===== config.mk =====
export PLATFORM = sky130hd
export DESIGN_NAME = amp_conv_sequencer
export DESIGN_NICKNAME = d
export VERILOG_FILES = /design/src/rtl/amp_seq_pkg.sv /design/src/rtl/amp_seq_divider.sv /design/src/rtl/amp_seq_trig_mon.sv /design/src/rtl/amp_seq_fsm.sv /design/src/rtl/amp_conv_sequencer.sv
export SDC_FILE = /design/constraint.sdc
export NUM_CORES = 1
export LEC_CHECK = 0
export ABC_AREA = 0
export CAP_MARGIN = 10
export CORE_UTILIZATION = 31
export CTS_CLUSTER_SIZE = 30
export DETAILED_ROUTE_END_ITERATION = 6
export GPL_TIMING_DRIVEN = 1
export PLACE_DENSITY_LB_ADDON = 0.12
export SLEW_MARGIN = 20
export SYNTH_ARGS = -nofsm -noshare
export SYNTH_HDL_FRONTEND = slang
export SYNTH_HIERARCHICAL = 1
export SYNTH_SLANG_ARGS = --single-unit
export TNS_END_PERCENT = 20

===== constraint.sdc =====
create_clock -name clk -period 2.61 [get_ports clk]
set_clock_uncertainty 0.1 [all_clocks]
set_input_delay 0.783 -clock clk [delete_from_list [all_inputs] [get_ports clk]]
set_output_delay 0.783 -clock clk [all_outputs]
set_load 0.01 [all_outputs]

===== src/rtl/amp_seq_pkg.sv =====
`timescale 1ns/1ps
package amp_seq_pkg;

    // Sequencer states
    typedef enum logic [2:0] {
        ST_IDLE   = 3'd0,
        ST_ALIGN  = 3'd1,
        ST_ARM    = 3'd2,
        ST_CONV   = 3'd3,
        ST_SETTLE = 3'd4
    } seq_state_e;

    // Source select code for the external trigger; every other code
    // selects the internal divided phase clock.
    localparam logic [1:0] SRC_EXT_CODE = 2'b01;

    // Status bundle leaving the sequencer core
    typedef struct packed {
        logic busy;
        logic done;
        logic strobe;
    } seq_status_t;

    function automatic logic src_is_external(input logic [1:0] sel);
        return sel == SRC_EXT_CODE;
    endfunction

endpackage


===== src/rtl/amp_seq_divider.sv =====
`timescale 1ns/1ps
module amp_seq_divider #(
    parameter int DIV_LOG2 = 3
) (
    input  logic clk,
    input  logic rst,
    output logic sync_hi
);
    logic [DIV_LOG2-1:0] div_q;

    always_ff @(posedge clk) begin
        if (rst) div_q <= '0;
        else     div_q <= div_q + 1'b1;
    end

    // Top bit is the divided phase clock: low for the first half period
    assign sync_hi = div_q[DIV_LOG2-1];
endmodule


===== src/rtl/amp_seq_trig_mon.sv =====
`timescale 1ns/1ps
module amp_seq_trig_mon #(
    parameter int MIN_GAP = 4
) (
    input  logic clk,
    input  logic rst,
    input  logic trig,
    output logic err
);
    localparam int GAP_W = $clog2(MIN_GAP + 1);
    localparam logic [GAP_W-1:0] GAP_SAT = GAP_W'(MIN_GAP);

    // Edges elapsed since the last trigger, not counting the trigger edge;
    // saturates so that the very first trigger is never flagged.
    logic [GAP_W-1:0] since_q;
    logic             err_q;

    always_ff @(posedge clk) begin
        if (rst) begin
            since_q <= GAP_SAT;
            err_q   <= 1'b0;
        end else begin
            err_q <= trig && (since_q < GAP_SAT);
            if (trig)
                since_q <= '0;
            else if (since_q < GAP_SAT)
                since_q <= since_q + 1'b1;
        end
    end

    assign err = err_q;
endmodule


===== src/rtl/amp_seq_fsm.sv =====
`timescale 1ns/1ps
module amp_seq_fsm
    import amp_seq_pkg::*;
#(
    parameter int CH_W          = 4,
    parameter int CONV_CYCLES   = 13,
    parameter int SAMPLE_CYCLES = 2
) (
    input  logic            clk,
    input  logic            rst,
    input  logic            req,
    input  logic [CH_W-1:0] chan,
    input  logic [1:0]      src_sel,
    input  logic            free_run,
    input  logic            amp_chg,
    input  logic            trig,
    input  logic            sync_hi,
    output seq_status_t     status,
    output logic [CH_W-1:0] cur_chan
);
    localparam int CNT_W = $clog2(CONV_CYCLES);
    localparam logic [CNT_W-1:0] CNT_LAST = CNT_W'(CONV_CYCLES - 1);
    localparam logic [CNT_W-1:0] CNT_SAMP = CNT_W'(SAMPLE_CYCLES);

    seq_state_e       state_q;
    logic [CNT_W-1:0] cnt_q;
    logic [CH_W-1:0]  chan_q;
    logic             ext_q;
    logic             done_q;
    logic             in_sample;

    assign in_sample = (cnt_q < CNT_SAMP);

    always_ff @(posedge clk) begin
        if (rst) begin
            state_q <= ST_IDLE;
            cnt_q   <= '0;
            chan_q  <= '0;
            ext_q   <= 1'b0;
            done_q  <= 1'b0;
        end else begin
            done_q <= 1'b0;
            unique case (state_q)
                ST_IDLE: begin
                    if (req) begin
                        chan_q <= chan;
                        ext_q  <= src_is_external(src_sel);
                        cnt_q  <= '0;
                        if (src_is_external(src_sel))
                            state_q <= ST_ARM;
                        else if (sync_hi)
                            state_q <= ST_ALIGN;
                        else
                            state_q <= ST_CONV;
                    end
                end
                ST_ALIGN: begin
                    state_q <= ST_CONV;
                    cnt_q   <= '0;
                end
                ST_ARM: begin
                    if (trig) begin
                        state_q <= ST_CONV;
                        cnt_q   <= '0;
                    end
                end
                ST_CONV: begin
                    if (amp_chg && in_sample) begin
                        state_q <= ST_SETTLE;
                    end else if (cnt_q == CNT_LAST) begin
                        done_q <= 1'b1;
                        cnt_q  <= '0;
                        if (!free_run)
                            state_q <= ST_IDLE;
                        else if (ext_q)
                            state_q <= ST_ARM;
                        else
                            state_q <= ST_CONV;
                    end else begin
                        cnt_q <= cnt_q + 1'b1;
                    end
                end
                ST_SETTLE: begin
                    if (!amp_chg) begin
                        state_q <= ST_CONV;
                        cnt_q   <= '0;
                    end
                end
                default: state_q <= ST_IDLE;
            endcase
        end
    end

    always_comb begin
        status.busy   = (state_q != ST_IDLE);
        status.done   = done_q;
        status.strobe = (state_q == ST_CONV) && (cnt_q == '0);
    end

    assign cur_chan = chan_q;
endmodule


===== src/rtl/amp_conv_sequencer.sv =====
`timescale 1ns/1ps
module amp_conv_sequencer
    import amp_seq_pkg::*;
#(
    parameter int CH_W          = 4,
    parameter int DIV_LOG2      = 3,
    parameter int CONV_CYCLES   = 13,
    parameter int SAMPLE_CYCLES = 2,
    parameter int TRIG_MIN_GAP  = 4
) (
    input  logic            clk,
    input  logic            rst,
    input  logic            start_req,
    input  logic [CH_W-1:0] req_chan,
    input  logic [1:0]      src_sel,
    input  logic            free_run,
    input  logic            amp_chg,
    input  logic            ext_trig,
    output logic            sync_clk,
    output logic            busy,
    output logic            done,
    output logic            sh_strobe,
    output logic [CH_W-1:0] cur_chan,
    output logic            trig_err
);
    seq_status_t stat;
    logic        sync_hi;

    amp_seq_divider #(.DIV_LOG2(DIV_LOG2)) u_div (
        .clk     (clk),
        .rst     (rst),
        .sync_hi (sync_hi)
    );

    amp_seq_trig_mon #(.MIN_GAP(TRIG_MIN_GAP)) u_mon (
        .clk  (clk),
        .rst  (rst),
        .trig (ext_trig),
        .err  (trig_err)
    );

    amp_seq_fsm #(
        .CH_W          (CH_W),
        .CONV_CYCLES   (CONV_CYCLES),
        .SAMPLE_CYCLES (SAMPLE_CYCLES)
    ) u_fsm (
        .clk      (clk),
        .rst      (rst),
        .req      (start_req),
        .chan     (req_chan),
        .src_sel  (src_sel),
        .free_run (free_run),
        .amp_chg  (amp_chg),
        .trig     (ext_trig),
        .sync_hi  (sync_hi),
        .status   (stat),
        .cur_chan (cur_chan)
    );

    assign sync_clk  = sync_hi;
    assign busy      = stat.busy;
    assign done      = stat.done;
    assign sh_strobe = stat.strobe;
endmodule


==> flow_summary.ini <==
[logic_synthesis]
synthArstFlopShare_pct = 0
synth.top_cell.area_share_pct = 39.41
yosys.area.top_type = dfxtp_1
synth_nets = 120
synth-edff-count = 0
synth-main-ff-cell = dfxtp_1
yosysWarnings = 6
netlist_area_mm2 = 0.001016
synth-seq-cells = 20
synth_area_leaders = dfxtp_1 39%, nor2_1 5.2%, ha_1 4.9%, mux2i_1 4.9%, nor4b_4 4.7%
synth_seq_area_share_pct = 39.41
ys_types = 38
syn-mean-instance-area_um2 = 9.769
syn_inst = 104

[critical_path]
r2r_slack_ns = 0.97
required_ns = 1.73
ff2ff_path_depth = 5
worstReg2RegStart = u_fsm/state_q[0]$_SDFFE_PP0P_
timing.critical_path.from_type = register
criticalPathCategory = register to output port
crit_path_end = busy
arrival_ns = 1.56
cp-startpoint = u_fsm/state_q[1]$_SDFFE_PP0P_
crit_path_end_kind = output port
r2r_end = u_fsm/state_q[1]$_SDFFE_PP0P_
path_max_fanout = 6

[detailed_routing]
drt_wl_total_mm = 1.888
wire_per_inst_um = 11.11
drt-vias-per-instance = 4.718
dr.first_iter.drc_count = 10
drt_pass1_iterations = 4
vias = 802
drc_errors = 0
ant_nets = 0

[global_route]
grt_pass1_wl_mm = 3.422
antenna_found_initial = 0
grt_pass1_vias = 810
grt_use_total_pct = 12.82
overflow = 0
grt_max_degree = 15

[floorplanning]
start_util_pct = 33.01
row_count = 20
dieWidth_um = 59.25
die_h_um = 59.25
die-area_mm2 = 0.003511
core-area_mm2 = 0.003078
ios = 21

[finish]
fin_area_mm2 = 0.001294
layout.cells.most_common_list = 19 x clkdlybuf4s50_1, 19 x dfxtp_1, 14 x nor2_1
antennaDiodeCount = 0
area_growth_pct = 27.34
drive_gt1_share_pct = 16.67
nets = 143

[sta]
fin_crit_ns = 2.447
hold_viol = 0
slew_viol_final = 0
clock.fmax_ghz = 0.4087
final.period_utilization_pct = 93.74
setup_viol = 0
worst_slew_pin_slew_ns = 0.3906
finalSetupTns_ns = 0
maxSlewHeadroom_pct = 73.96
layout_setup_ws_ns = 0.1634
grt_setup_unrepaired = false

[power_and_ir_drop]
switchingPower_w = 0.0002482
p_int_w = 0.0005626
peakVddDrop_uv = 267.8
powerDensity_mw_per_mm2 = 626.7
seqPwrFrac_pct = 44.1
pwr-share-comb_pct = 33.4
clkPwrFrac_pct = 22.5
p_leak_nw = 0.4929
netSwitchingFraction_pct = 30.61

[clock_tree]
worstSkewPairLatency_ns = 0.30
cts_setup_buffers = 0
cts_max_level = 1
cts_buffer_depth = 2
cts_root_buf = clkbuf_4
cts_inserted_buffers = 3
postCtsResizedCells = 2
path_clk_slew_ns = 0.11
cts_tree = yes
cts_hold_buf = 0
cts.sinks = 20

[placement]
place_ws_ns = 0.1874
finalWeightedCongestion = 0.7509
dp_hpwl_mm = 1.424
portBuffers = 20
place_area_mm2 = 0.001252

[hold_path]
hp-class = register to register

[flow_run]
maxCapViolCount = 0

[status]
status = completed
flip-flops by register name, indices dropped and copies added (netlist names):
register	cells
u_fsm/cnt_q	4
u_mon/since_q	3
u_fsm/done_q	1
u_mon/err	1
u_fsm/ext_q	1
u_div/div_q	3
u_fsm/cur_chan	4
u_fsm/state_q	3
cell families after synthesis:
logic type	after synthesis	share of synthesized area [%]
simple gates	36	21.06
flops	20	39.41
xor+xnor	2	1.724
mux	6	6.035
compound gates	21	17.98
fa+ha+maj	4	4.926
buf+inv	15	8.867
layout make-up:
class	instances	area, µm²
Clock buffer	4	36.28
Fill cell	312	1784
Inverter	7	26.28
Multi-Input combinational cell	69	530.5
Sequential cell	20	401.6
Tap cell	44	55.05
Timing Repair Buffer	26	244.0
stage by stage:
stage / instances / total power [W] / utilization [%] / hold WS [ns]
final: 170 / 0.0008107 / 42.03 / 0.3418
after global routing: 170 / 0.0008613 / 42.03 / 0.3703
after CTS: 170 / 0.0008204 / 41.87 / 0.3396
after detailed placement: 166 / 0.0006334 / 40.69 / 0.3217
after global placement: 166 / 0.0006308 / 40.69 / 0.3156
after floorplan: 104 / 0.0005448 / - / 0.2946
how the worst min path moves through the flow:
stage	start	endpoint	cells past startpoint
floorplan	u_div/div_q[0]$_SDFF_PP0_	u_div/div_q[0]$_SDFF_PP0_	1
global placement	u_div/div_q[0]$_SDFF_PP0_	u_div/div_q[0]$_SDFF_PP0_	1
detailed placement	u_div/div_q[0]$_SDFF_PP0_	u_div/div_q[0]$_SDFF_PP0_	1
CTS	u_div/div_q[0]$_SDFF_PP0_	u_div/div_q[0]$_SDFF_PP0_	1
global route	u_div/div_q[0]$_SDFF_PP0_	u_div/div_q[0]$_SDFF_PP0_	1
finish	u_div/div_q[0]$_SDFF_PP0_	u_div/div_q[0]$_SDFF_PP0_	1
critical path, cell delays in order (launching register included):
cell	delay, ns
dfxtp_1	0.34
buf_4	0.16
nor3_2	0.22
inv_1	0.07
clkdlybuf4s50_1	0.47
routing by layer:
metal  up-vias  track usage (%)  share of wire, %
met1       372            16.35                51
met5         -                0                 0
met4         0            7.143               1.0
li1        412                -                 -
met2        16            20.22                44
met3         2            2.402               4.3
cell usage after synthesis (all sizes together) (2+ instances only):
cell and number:
buf 7, nand2 3, ha 4, nor3 9
a211oi 2, a21oi 3, inv 7, a31oi 3
nor2 14, mux2i 5, dfxtp 20, o21ai 3
nor4b 2
power groups by stage:
| stage | sequential [W] | combinational [W] | clock [W] |
|---|---|---|---|
| after detailed placement | 0.000363 | 0.000271 | 0 |
| after global routing | 0.000362 | 0.000298 | 0.000201 |
| after global placement | 0.000362 | 0.000269 | 0 |
| after CTS | 0.000357 | 0.000270 | 0.000193 |
| final | 0.000358 | 0.000271 | 0.000182 |
| after floorplan | 0.000358 | 0.000187 | 0 |
Note: power is estimated with default switching activity, not from simulation.
